<file path="config.mk">
export PLATFORM = sky130hd
export DESIGN_NAME = amute_detector
export DESIGN_NICKNAME = d
export VERILOG_FILES = /design/src/rtl/amute_pkg.sv /design/src/rtl/amute_run_tracker.sv /design/src/rtl/amute_ctrl.sv /design/src/rtl/amute_mix.sv /design/src/rtl/amute_detector.sv
export SDC_FILE = /design/constraint.sdc
export NUM_CORES = 1
export LEC_CHECK = 0
export BUFFER_PORTS_ARGS = -buffer_cell sky130_fd_sc_hd__buf_2
export CORE_MARGIN = 5
export CORE_UTILIZATION = 45
export DETAILED_ROUTE_END_ITERATION = 10
export GPL_TIMING_DRIVEN = 0
export PLACE_DENSITY_LB_ADDON = 0.12
export RECOVER_POWER = 100
export SKIP_LAST_GASP = 1
export SYNTH_ARGS = -nofsm -noshare
export SYNTH_HDL_FRONTEND = slang
export SYNTH_HIERARCHICAL = 1
export SYNTH_SLANG_ARGS = --single-unit
</file>
<file path="constraint.sdc">
create_clock -name clk -period 2.15 [get_ports clk]
set_clock_uncertainty 0.15 [all_clocks]
set_input_delay 0.1075 -clock clk [delete_from_list [all_inputs] [get_ports clk]]
set_output_delay 0.1075 -clock clk [all_outputs]
set_load 0.01 [all_outputs]
</file>
<file path="src/rtl/amute_pkg.sv">
package amute_pkg;

    // Controller states for the shared automatic mute request
    typedef enum logic [1:0] {
        AM_OFF   = 2'd0,   // feature disabled by auto_mute_n
        AM_WATCH = 2'd1,   // enabled, waiting for both runs to complete
        AM_MUTED = 2'd2    // enabled, both runs complete, mute requested
    } am_state_e;

    localparam int unsigned AM_NUM_CH = 2;

endpackage

</file>
<file path="src/rtl/amute_run_tracker.sv">
module amute_run_tracker #(
    parameter int unsigned SAMPLE_W = 1,
    parameter int unsigned RUN_LEN  = 8192,
    parameter int unsigned CNT_W    = $clog2(RUN_LEN + 1)
) (
    input  logic                clk,
    input  logic                rst_n,
    input  logic                valid,
    input  logic [SAMPLE_W-1:0] sample,
    output logic [CNT_W-1:0]    run_cnt,
    output logic                run_full
);

    localparam logic [CNT_W-1:0] CNT_MAX = CNT_W'(RUN_LEN);
    localparam logic [CNT_W-1:0] CNT_ONE = CNT_W'(1);

    logic [SAMPLE_W-1:0] last_q, last_d;
    logic [CNT_W-1:0]    cnt_q, cnt_d;
    logic                is_flat;
    logic                same_word;

    // A word is static only when every bit agrees
    assign is_flat   = (sample == '0) || (sample == '1);
    // A non-zero count implies last_q holds a previously accepted word
    assign same_word = (cnt_q != '0) && (sample == last_q);

    always_comb begin
        cnt_d  = cnt_q;
        last_d = last_q;
        if (valid) begin
            last_d = sample;
            if (!is_flat) begin
                cnt_d = '0;
            end else if (same_word) begin
                cnt_d = (cnt_q == CNT_MAX) ? cnt_q : cnt_q + CNT_ONE;
            end else begin
                cnt_d = CNT_ONE;
            end
        end
    end

    always_ff @(posedge clk) begin
        if (!rst_n) begin
            cnt_q  <= '0;
            last_q <= '0;
        end else begin
            cnt_q  <= cnt_d;
            last_q <= last_d;
        end
    end

    assign run_cnt  = cnt_q;
    assign run_full = (cnt_q == CNT_MAX);

endmodule

</file>
<file path="src/rtl/amute_ctrl.sv">
module amute_ctrl
    import amute_pkg::*;
#(
    parameter int unsigned NCH = AM_NUM_CH
) (
    input  logic           clk,
    input  logic           rst_n,
    input  logic           enable_n,
    input  logic [NCH-1:0] chan_full,
    output logic           auto_req
);

    am_state_e state_q, state_d;
    logic      all_full;

    assign all_full = &chan_full;

    // Next-state logic
    always_comb begin
        state_d = state_q;
        if (enable_n) begin
            state_d = AM_OFF;
        end else begin
            unique case (state_q)
                AM_OFF:   state_d = all_full ? AM_MUTED : AM_WATCH;
                AM_WATCH: state_d = all_full ? AM_MUTED : AM_WATCH;
                AM_MUTED: state_d = all_full ? AM_MUTED : AM_WATCH;
                default:  state_d = AM_OFF;
            endcase
        end
    end

    // State register
    always_ff @(posedge clk) begin
        if (!rst_n) begin
            state_q <= AM_OFF;
        end else begin
            state_q <= state_d;
        end
    end

    // Output decode
    always_comb begin
        unique case (state_q)
            AM_MUTED: auto_req = 1'b1;
            AM_OFF:   auto_req = 1'b0;
            AM_WATCH: auto_req = 1'b0;
            default:  auto_req = 1'b0;
        endcase
    end

endmodule

</file>
<file path="src/rtl/amute_mix.sv">
module amute_mix #(
    parameter int unsigned NCH = 2
) (
    input  logic [NCH-1:0] man_mute,
    input  logic           auto_req,
    output logic [NCH-1:0] mute
);

    for (genvar g = 0; g < NCH; g++) begin : g_ch
        assign mute[g] = man_mute[g] | auto_req;
    end

endmodule

</file>
<file path="src/rtl/amute_detector.sv">
module amute_detector
    import amute_pkg::*;
#(
    parameter int unsigned SAMPLE_W = 1,
    parameter int unsigned RUN_LEN  = 8192
) (
    input  logic                clk,
    input  logic                rst_n,
    input  logic                samp_valid,
    input  logic [SAMPLE_W-1:0] left_sample,
    input  logic [SAMPLE_W-1:0] right_sample,
    input  logic                auto_mute_n,
    input  logic                man_mute_l,
    input  logic                man_mute_r,
    output logic                mute_l,
    output logic                mute_r
);

    localparam int unsigned NCH   = AM_NUM_CH;
    localparam int unsigned CNT_W = $clog2(RUN_LEN + 1);

    logic [SAMPLE_W-1:0] samp_arr [NCH];
    logic [CNT_W-1:0]    run_cnt  [NCH];
    logic [NCH-1:0]      chan_full;
    logic [NCH-1:0]      man_vec;
    logic [NCH-1:0]      mute_vec;
    logic                auto_req;

    // Channel 0 is left, channel 1 is right
    assign samp_arr[0] = left_sample;
    assign samp_arr[1] = right_sample;
    assign man_vec     = {man_mute_r, man_mute_l};

    for (genvar c = 0; c < NCH; c++) begin : g_trk
        amute_run_tracker #(
            .SAMPLE_W (SAMPLE_W),
            .RUN_LEN  (RUN_LEN),
            .CNT_W    (CNT_W)
        ) u_trk (
            .clk      (clk),
            .rst_n    (rst_n),
            .valid    (samp_valid),
            .sample   (samp_arr[c]),
            .run_cnt  (run_cnt[c]),
            .run_full (chan_full[c])
        );
    end

    amute_ctrl #(
        .NCH       (NCH)
    ) u_ctrl (
        .clk       (clk),
        .rst_n     (rst_n),
        .enable_n  (auto_mute_n),
        .chan_full (chan_full),
        .auto_req  (auto_req)
    );

    amute_mix #(
        .NCH      (NCH)
    ) u_mix (
        .man_mute (man_vec),
        .auto_req (auto_req),
        .mute     (mute_vec)
    );

    assign mute_l = mute_vec[0];
    assign mute_r = mute_vec[1];

endmodule

</file>
==> metrics.txt <==
Total GRT Usage=0.165; Reg power frac=0.497; Sw Ratio=0.255; CP delay by family, top=simple AND/OR/NAND/NOR gates; DR vias/cell=about 5.9; top cell type's share of synthesized area=0.295; Setup crit end=u_ctrl/state_q[1]$_SDFF_PP0_; worst path bufs/invs=2; unique cell type count in the Yosys netlist=38; DRC=0; Routed WL=roughly 4700 um; DP Area=~0.0023 mm^2; Fillers=472; die area=between 0.006 and 0.007 mm^2; Top-Level Pins=10; 1st-pass router iterations=4; Reg area=about 640 um^2; max frequency=between 0.5 and 0.6 GHz; commonest non-fill, non-tap cell in the layout=dfxtp_1; FF-to-FF path depth=8; ANT nets after route=0; gpl congestion=approximately 0.83; Pwr Total=~1.2 mW; most frequent cells in the layout=dfxtp_1 (32), inv_1 (30), nand4_1 (20); Initial Util=0.463; Logic pwr share=0.111; Worst path max stage delay=around 0.36 ns; Hold/Removal Path Class=in2reg; vias after detailed routing=approximately 1,800; Crit-path slowest cell=dfxtp_1; Antenna diodes=0; #FFs+latches synth=32; worst slew pin tran=approximately 0.45 ns; FP Rows=25; pre-CTS setup slack=~0.085 ns; Clk pin slew, worst setup/hold paths=~0.070 ns; cell area after layout=approximately 0.0023 mm^2; Clock Tree Root=clkbuf_8; CP Class=reg2reg; Yosys warnings=6; I/O Buffers=9; multi-input logic area=around 0.0013 mm^2; core area=0.00469 mm^2; CTS tree=built; Synth area leader=dfxtp_1; final setup fails=0; syn_nets=247; Worst Hold Slack=around 0.09 ns; initial drt markers=between 100 and 150; final worst slack=around 0.19 ns; DP Cell Count=about 300; Setup TNS=0 ns; initial antenna violation count=0; WL/cell=15.3 um; crit path capture type=flop; non-filler cells in the finished layout=between 300 and 400; worst-path cell chain=inv_1 -> ha_1 -> nor4b_4 -> nand3_4 -> clkbuf_2 -> nor2_2 -> nand2_1 -> a211oi_2; status=complete, no violations; slew margin rel.=0.698; Final Util=0.492; share of layout cells above drive strength 1=0.165; startpoint types=flop; CTS Buf Count=5; Area contributors post-synth=dfxtp_1 (30%), o221ai_2 (12%), nand4_1 (5.8%), inv_1 (5.2%), nand3_1 (4.1%); max cap viols=0; cells after synthesis=235; GRT Residual Overflow=0; vias in the first global route=between 1,500 and 2,000; area delta synth->final=6.34%; reg2reg start=g_trk[1].u_trk/run_cnt[0]$_SDFFE_PN0P_; Critical Path Start=g_trk[1].u_trk/run_cnt[0]$_SDFFE_PN0P_; PwrDens=about 530 mW/mm^2; Final Hold Fails=0; largest net degree at the start of global routing=18; H-Tree Depth=2; dpl hpwl=between 3000 and 4000 um; CP arrival=2.01 ns; unrepaired setup endpoints after global routing=no; worst-path maximum fanout=10; leakage power=approximately 0.76 nW; Reg2Reg Setup Slack=roughly 0.19 ns; clock latency on the worst-skew pair=about 0.28 ns; clock share of power=0.392; Pins Over Slew Limit=0; Sw Pwr=between 0.3 and 0.4 mW; CTS Sinks=32; Final period util=0.912; path length in cells of the critical path=8; Die W=79.5 um; post-CTS setup buffers=0; die height=around 80 um; Worst EP required=2.20 ns; clk buf depth=2; sequential share of the synthesized area=0.295; first-pass GRT wire length=8390 um; cell-internal power=about 0.9 mW; synthesized area=around 0.0022 mm^2; Final #Nets=between 200 and 300; post-route minimum period=slightly below 2 ns; r2r endpoint=u_ctrl/state_q[1]$_SDFF_PP0_; Worst IR Drop VDD=about 280 uV; synthesized area per cell=approximately 9 um^2
==> power groups by stage <==
stage / Clock, mW / Combinational, mW / Sequential (mW)
4_1_cts: 0.497 / 0.142 / 0.608
5_1_grt: 0.517 / 0.150 / 0.609
2_1_floorplan: 0 / 0.0959 / 0.619
6_report: 0.479 / 0.136 / 0.608
3_3_place_gp: 0 / 0.137 / 0.621
3_5_place_dp: 0 / 0.137 / 0.621
==> cell families (layout without fill, tap and decap cells) <==
logic type	count (synthesis)	after routing	share of synthesized area
compound gates	56	56	0.281
xor+xnor	2	2	0.00807
fa+ha+maj	4	4	0.0231
buf+inv	38	58	0.0738
flops	32	32	0.295
mux	4	4	0.0184
simple gates	99	99	0.300
==> synth_stat cells, drive strengths merged <==
cell type and number:
dfxtp 32, inv 30, nand3 20, nand4 20, o221ai 18, nand2 15
nor2 10, nor4 10, o211ai 8, nor3 6, o21a 6, o21ai 6
o31ai 6, nand2b 5, a21oi 4, buf 4, clkbuf 4, ha 4
mux2i 4, nor2b 3, a2bb2oi 2, a31oi 2, and2 2, and3 2
nor4b 2, o211a 2, or2 2, or3 2, xnor2 2, a211oi 1
a221oi 1
==> final cells by class <==
cell class	instances	share of cell area
timing repair buffer	12	0.0304
sequential	32	0.278
clock buffer	8	0.0390
multi-input combinational	165	0.553
buffer	8	0.0217
inverter	30	0.0488
tap	54	0.0293
==> sequential cells by signal, indices dropped and copies added (netlist names) <==
signal and count:
g_trk.u_trk/last_q 2, g_trk.u_trk/run_cnt 28, u_ctrl/state_q 2
==> worst min path at each step <==
| stage | slack, ns | to | depth (start not counted) | from |
|---|---|---|---|---|
| after detailed placement | 0.24 | u_ctrl/state_q[1]$_SDFF_PP0_ | 3 | auto_mute_n |
| after floorplan | 0.09 | g_trk[0].u_trk/last_q$_SDFFE_PN0P_ | 1 | rst_n |
| after global routing | 0.12 | g_trk[1].u_trk/run_cnt[0]$_SDFFE_PN0P_ | 2 | rst_n |
| final | 0.09 | g_trk[0].u_trk/run_cnt[0]$_SDFFE_PN0P_ | 2 | rst_n |
| after CTS | 0.08 | g_trk[0].u_trk/run_cnt[0]$_SDFFE_PN0P_ | 2 | rst_n |
| after global placement | 0.25 | g_trk[0].u_trk/last_q$_SDFFE_PN0P_ | 3 | left_sample |
==> layer usage <==
metal,part of all wire,vias up,track usage
met4,0.0076,0,0.0498
met1,0.53,865,0.256
met5,0,-,0
met3,0.048,4,0.0327
li1,-,928,-
met2,0.41,39,0.226
==> what timing repair did <==
item,CTS,global route
setup endpoints to repair,0,2
hold buffers,3,0
gates resized for setup,0,6
hold endpoints to repair,4,0
Note: power is estimated with default switching activity, not from simulation.
